[config.mk]
export PLATFORM = sky130hd
export DESIGN_NAME = bscan_chain
export DESIGN_NICKNAME = d
export VERILOG_FILES = /design/src/rtl/bscan_pkg.sv /design/src/rtl/bscan_rst_sync.sv /design/src/rtl/bscan_cell.sv /design/src/rtl/bscan_pinmux.sv /design/src/rtl/bscan_chain.sv
export SDC_FILE = /design/constraint.sdc
export NUM_CORES = 1
export LEC_CHECK = 0
export BUFFER_PORTS_ARGS = -buffer_cell sky130_fd_sc_hd__buf_2
export CAP_MARGIN = 0
export CORE_UTILIZATION = 45
export DETAILED_ROUTE_END_ITERATION = 8
export GPL_TIMING_DRIVEN = 1
export PLACE_DENSITY_LB_ADDON = 0.1
export SKIP_CTS_REPAIR_TIMING = 1
export SYNTH_ARGS = -nofsm -noshare
export SYNTH_HDL_FRONTEND = slang
export SYNTH_SLANG_ARGS = --single-unit
[constraint.sdc]
create_clock -name tck -period 1.6 [get_ports tck]
set_clock_uncertainty 0.1 [all_clocks]
set_input_delay 0.32 -clock tck [delete_from_list [all_inputs] [get_ports tck]]
set_output_delay 0.32 -clock tck [all_outputs]
set_load 0.02 [all_outputs]
[src/rtl/bscan_pkg.sv]
package bscan_pkg;
  typedef enum logic [2:0] {
    BS_NORMAL = 3'd0,
    BS_SAMPLE = 3'd1,
    BS_CLAMP  = 3'd2,
    BS_HIGHZ  = 3'd3,
    BS_CLAMPZ = 3'd4,
    BS_INTEST = 3'd5
  } bs_mode_e;

  function automatic logic chain_live(input logic [2:0] m);
    return (m == BS_SAMPLE) || (m == BS_INTEST);
  endfunction
endpackage

[src/rtl/bscan_rst_sync.sv]
module bscan_rst_sync (
  input  logic clk,
  input  logic arst_n,
  output logic rst_n
);
  logic [1:0] stage_q;
  logic [1:0] stage_d;

  always_comb stage_d = {stage_q[0], 1'b1};

  always_ff @(posedge clk or negedge arst_n) begin
    if (!arst_n) stage_q <= 2'b00;
    else         stage_q <= stage_d;
  end

  assign rst_n = stage_q[1];
endmodule

[src/rtl/bscan_cell.sv]
module bscan_cell (
  input  logic tck,
  input  logic rst_n,
  input  logic cap_en,
  input  logic sh_en,
  input  logic upd_en,
  input  logic cap_d,
  input  logic si,
  output logic sq,
  output logic uq
);
  logic sq_nx;
  logic uq_nx;

  // capture has priority over shift
  always_comb begin
    sq_nx = sq;
    if (cap_en)     sq_nx = cap_d;
    else if (sh_en) sq_nx = si;
  end

  always_ff @(posedge tck or negedge rst_n) begin
    if (!rst_n) sq <= 1'b0;
    else        sq <= sq_nx;
  end

  always_comb uq_nx = upd_en ? sq : uq;

  always_ff @(negedge tck or negedge rst_n) begin
    if (!rst_n) uq <= 1'b0;
    else        uq <= uq_nx;
  end
endmodule

[src/rtl/bscan_pinmux.sv]
module bscan_pinmux
  import bscan_pkg::*;
#(
  parameter int N_IN  = 4,
  parameter int N_OUT = 3,
  localparam int L    = N_IN + 2 * N_OUT
) (
  input  logic [2:0]       mode,
  input  logic [N_IN-1:0]  pin_in,
  input  logic [N_OUT-1:0] core_out,
  input  logic [N_OUT-1:0] core_oe,
  input  logic [N_IN-1:0]  upd_in,
  input  logic [N_OUT-1:0] upd_dat,
  input  logic [N_OUT-1:0] upd_oe,
  output logic [N_IN-1:0]  core_in,
  output logic [N_OUT-1:0] pad_out,
  output logic [N_OUT-1:0] pad_oe,
  output logic [L-1:0]     cap_d
);
  logic [N_IN-1:0] in_cap;

  always_comb begin
    in_cap = (mode == BS_INTEST) ? ~upd_in : pin_in;
    cap_d  = {core_oe, core_out, in_cap};
  end

  always_comb begin
    core_in = pin_in;
    pad_out = core_out;
    pad_oe  = core_oe;
    case (mode)
      BS_CLAMP: begin
        pad_out = upd_dat;
        pad_oe  = upd_oe;
      end
      BS_HIGHZ: begin
        pad_oe = '0;
      end
      BS_CLAMPZ: begin
        pad_out = upd_dat;
        pad_oe  = '0;
      end
      BS_INTEST: begin
        core_in = upd_in;
        pad_out = upd_dat;
        pad_oe  = upd_oe;
      end
      default: ;
    endcase
  end
endmodule

[src/rtl/bscan_chain.sv]
module bscan_chain
  import bscan_pkg::*;
#(
  parameter int N_IN  = 4,
  parameter int N_OUT = 3
) (
  input  logic             tck,
  input  logic             trst_n,
  input  logic [2:0]       mode,
  input  logic             capture_en,
  input  logic             shift_en,
  input  logic             update_en,
  input  logic             scan_in,
  output logic             scan_out,
  input  logic [N_IN-1:0]  pin_in,
  output logic [N_IN-1:0]  core_in,
  input  logic [N_OUT-1:0] core_out,
  input  logic [N_OUT-1:0] core_oe,
  output logic [N_OUT-1:0] pad_out,
  output logic [N_OUT-1:0] pad_oe
);
  localparam int L      = N_IN + 2 * N_OUT;
  localparam int DAT_LO = N_IN;
  localparam int OE_LO  = N_IN + N_OUT;

  logic         rst_n;
  logic         live;
  logic         cap_g, sh_g, upd_g;
  logic [L-1:0] sq_vec, uq_vec, cap_vec, si_vec;

  bscan_rst_sync u_rst (.clk(tck), .arst_n(trst_n), .rst_n(rst_n));

  always_comb begin
    live  = chain_live(mode);
    cap_g = live & capture_en;
    sh_g  = live & shift_en;
    upd_g = live & update_en;
  end

  for (genvar k = 0; k < L; k++) begin : g_cell
    if (k == 0) begin : g_head
      assign si_vec[k] = scan_in;
    end else begin : g_link
      assign si_vec[k] = sq_vec[k-1];
    end
    bscan_cell u_cell (
      .tck   (tck),
      .rst_n (rst_n),
      .cap_en(cap_g),
      .sh_en (sh_g),
      .upd_en(upd_g),
      .cap_d (cap_vec[k]),
      .si    (si_vec[k]),
      .sq    (sq_vec[k]),
      .uq    (uq_vec[k])
    );
  end

  assign scan_out = sq_vec[L-1];

  bscan_pinmux #(.N_IN(N_IN), .N_OUT(N_OUT)) u_mux (
    .mode    (mode),
    .pin_in  (pin_in),
    .core_out(core_out),
    .core_oe (core_oe),
    .upd_in  (uq_vec[N_IN-1:0]),
    .upd_dat (uq_vec[OE_LO-1:DAT_LO]),
    .upd_oe  (uq_vec[L-1:OE_LO]),
    .core_in (core_in),
    .pad_out (pad_out),
    .pad_oe  (pad_oe),
    .cap_d   (cap_vec)
  );

  // strobes outside sample/internal test leave the shift stage alone
  a_r11_hold_when_idle: assert property (@(posedge tck) disable iff (!rst_n)
    !live |=> $stable(sq_vec));

  // one place per shift toward scan_out
  a_r2_shift_step: assert property (@(posedge tck) disable iff (!rst_n)
    (live && shift_en && !capture_en) |=>
      sq_vec == {$past(sq_vec[L-2:0]), $past(scan_in)});

  // capture wins over shift
  a_r12_capture_wins: assert property (@(posedge tck) disable iff (!rst_n)
    (live && capture_en && shift_en) |=>
      sq_vec[OE_LO-1:DAT_LO] == $past(core_out));

  // drivers disabled in the two off modes
  a_r8_drivers_off: assert property (@(posedge tck) disable iff (!rst_n)
    (mode == BS_HIGHZ || mode == BS_CLAMPZ) |-> pad_oe == '0);

  // disabled drivers still see cell data
  a_r9_clampz_data: assert property (@(posedge tck) disable iff (!rst_n)
    (mode == BS_CLAMPZ) |-> pad_out == uq_vec[OE_LO-1:DAT_LO]);

  // core fed from input latches in internal test
  a_r10_intest_core: assert property (@(posedge tck) disable iff (!rst_n)
    (mode == BS_INTEST) |-> core_in == uq_vec[N_IN-1:0]);
endmodule

# Word-level counts from Yosys, hierarchy flattened
# Index checks and enable logic that the tools add are counted.
[op_classes]
bitwise_logic = 4
reduce_logical = 5
n_eq_ne = 5
n_mux = 24
[op_table]
columns = ["op", "count"]
rows = [
  ["$mux 1", 20],
  ["$mux 4", 2],
  ["$eq 3x2->1 const B", 2],
  ["$eq 3x3->1 const B", 2],
  ["$pmux 3 s2", 1],
  ["$not 4->4", 1],
  ["$reduce_or 2->1", 2],
  ["$and 1x1->1", 3],
  ["$eq 3x1->1 const B", 1],
  ["$mux 3", 1],
  ["$reduce_or 3->1", 1],
  ["$reduce_bool 2->1", 1],
  ["$logic_or 1x1->1", 1],
]
[word_totals]
out_inout_bits = 11
reg_bits = 22
wordCells = 59
inputBits = 19

# Logic depth before layout (Yosys ltp)
[logic_depth]
depth_word = 5
mapped_depth = 5
mapped_depth_nobuf = 3

# Modules after synthesis
# Synthesis repeated with hierarchy kept, for this count alone.
[hier_totals]
hier_cells = 106
hier_area_um2 = 1217.4
[modules_own_cells]
columns = ["mod", "cells_per_inst", "seq_area_each_um2", "n_inst", "area_per_inst_um2"]
rows = [
  ["bscan_cell", 6, 50.0, 10, 83.8],
  ["bscan_pinmux", 40, 0.0, 1, 299.0],
  ["bscan_rst_sync", 3, 50.0, 1, 53.8],
  ["bscan_chain", 3, 0.0, 1, 26.3],
]

==> metrics <==
status complete, but fails checks; failing checks negative setup slack; final WL 3180 microns; Final nets 187; grt ovf 0; Final GP Congestion 0.775; Metal-1 WL 1450 microns; Hold Path Class register to asynchronous set/reset pin; clk_lat worst skew 310 ps; register area share after synthesis 44.5%; count leader, synth mux2_1; P_int 1.46 mW; syn_area_per_cell 10.7 sq um; met2 routed wirelength 1600 microns; Post-synth EDFFs 0; diode count 0; Cells after DPL 190; Post-Syn Area 0.00124 sq mm; CP max-delay cell dfrtn_1; Clk pin slew, worst setup/hold paths 130 ps; Die W 54.4 microns; Hold Vio Cnt, Final 0; PD cells 1110 mW/mm^2; origin of the critical flop-to-flop path g_cell[9].u_cell.sq; MaxCap Viol Count 0; initial detailed-routing violation count 32; Post-synth ARST share 100%; Reg-to-Reg End g_cell[9].u_cell.uq; CP bufs+invs 1; Routed wire per std cell 16.2 microns; Comb pwr share 38.9%; CTS tree done; DR vias 1137; reg2reg path depth 1; share of layout cells above drive strength 1 53.3%; Port Buffers 29; P_leak 0.870 nW; CP Capture Type primary output; sequential share of power 40.4%; RSZ-0062 raised after global routing yes; Die H 54.4 microns; switching power share of the total 30.1%; Num Clock Sinks 22; syn nets 135; Non-Filler Instances 197; Critical Path Start g_cell[7].u_cell.uq; crit-path max FO 3; CTS max path bufs 2; critical path endpoint pad_oe[0]; Top Metal Used met4; Avg Vias per Cell 5.77; Switching Power 0.629 mW; Worst Path Required 1180 ps; flip-flop and latch count after synthesis 22; GRT Total Usage 22.4%; Setup TNS -10080 ps; Antenna Nets Post-Route 0; VDD IR max 0.000884 V; Root Driver clkbuf_4; share of the synthesized area in the top cell type 24.3%; synthesized instance count 116; WP depth 3; fin worst setup slack -749 ps; Crit Path Class register to primary output; dominant cells by area after synthesis dfrtp_1, dfrtn_1, mux2_1; hpwl dp 2110 microns; number of synthesis warnings 0; ys flop type dfrtp_1; Slew Viols, Final 0; crit path launch type register; hold slack 108 ps; Post-synth top cells mux2_1, dfrtp_1, nand2b_1; metal3 WL 131 microns; filler instances 194; cell taking the most area after synthesis dfrtp_1; final core occ 73.8%; crit path DAT 1930 ps; I/O pins 30; CTS H-tree depth 1; vias in the first global route 1036; slowest stage delay, CP 470 ps; CP top delay family flip-flops; Cell Rows 18; reg-to-reg slack, setup -190 ps; DRC 0; first-pass GRT wire length 4660 microns; crit-path cells a311oi_2 > a21oi_2 > buf_6; pin count of the biggest net entering global routing 21; Pre-antenna DRT Iters 4; initial antenna violation count 0; Starting Density 48.6%; Synth cell types 25; clock share of power 20.7%; core box area 0.00254 sq mm; CTS buffer count 3; die area 0.00296 sq mm; final-report setup violation count 24; Setup WS pre-CTS -591 ps; Synth-to-Final Area Change 51.9%
power by group through the flow:
stage | Sequential, mW | Combinational (mW) | Clock [mW]
after floorplan | 0.837 | 0.371 | 0
final | 0.844 | 0.811 | 0.432
after CTS | 0.825 | 0.633 | 0.438
after detailed placement | 0.834 | 0.631 | 0
after global placement | 0.826 | 0.612 | 0
after global routing | 0.862 | 0.877 | 0.463
layer usage:
metal | vias to the layer above | GRT usage (%)
li1 | 548 | -
met1 | 551 | 31.8
met2 | 36 | 36.0
met3 | 2 | 3.33
met4 | 0 | 4.70
met5 | - | 0
flip-flops by register name, summed over array words and instances (netlist names):
register          count
g_cell.u_cell.sq     10
g_cell.u_cell.uq     10
u_rst.stage_q         2
cell type report:
cell class                 count  area (sq um)  area share [%]
inverter                       1          3.75           0.200
clock inverter                 1          30.0            1.60
tap                           30          37.5            2.00
sequential                    22           551            29.3
timing repair buffer          54           439            23.4
multi-input combinational     86           795            42.3
clock buffer                   3          22.5            1.20
worst min-delay path by stage:
stage	endpoint	slack, ps	depth (start not counted)
after floorplan	u_rst.stage_q[0]	-80	0
after global placement	u_rst.stage_q[1]	4	1
after detailed placement	u_rst.stage_q[0]	6	1
after CTS	u_rst.stage_q[1]	-340	1
after global routing	g_cell[1].u_cell.sq	130	1
final	g_cell[3].u_cell.sq	110	1
stage by stage:
| step | area (sq um) | total power, mW |
|---|---|---|
| 5_1_grt | 1880 | 2.20 |
| 4_1_cts | 1670 | 1.90 |
| 2_1_floorplan | 1290 | 1.21 |
| 3_3_place_gp | 1610 | 1.44 |
| 3_5_place_dp | 1610 | 1.47 |
| 6_report | 1880 | 2.09 |
placed cells by master, fill, tap and decap left out, drive strengths merged, types with 6 or more instances in the layout:
cell    instances
buf            53
dfrtp          12
a221o           6
nand4b          6
a21oi           8
nand2b         11
nor2            6
dfrtn          10
nand2           7
o21ai           6
mux2           17
cells by family (layout without fill, tap and decap cells):
logic type / count (synthesis) / in the layout / share of synthesized area, %
AOI/OAI and AO/OA: 34 / 34 / 19.4
buffers and inverters: 9 / 59 / 3.74
other: 1 / 1 / 0.303
muxes: 17 / 17 / 15.5
and+or+nand+nor: 32 / 33 / 15.8
DFF: 22 / 22 / 44.5
xor gates and xnor gates: 1 / 1 / 0.709
(Power assumes the default switching activity.)
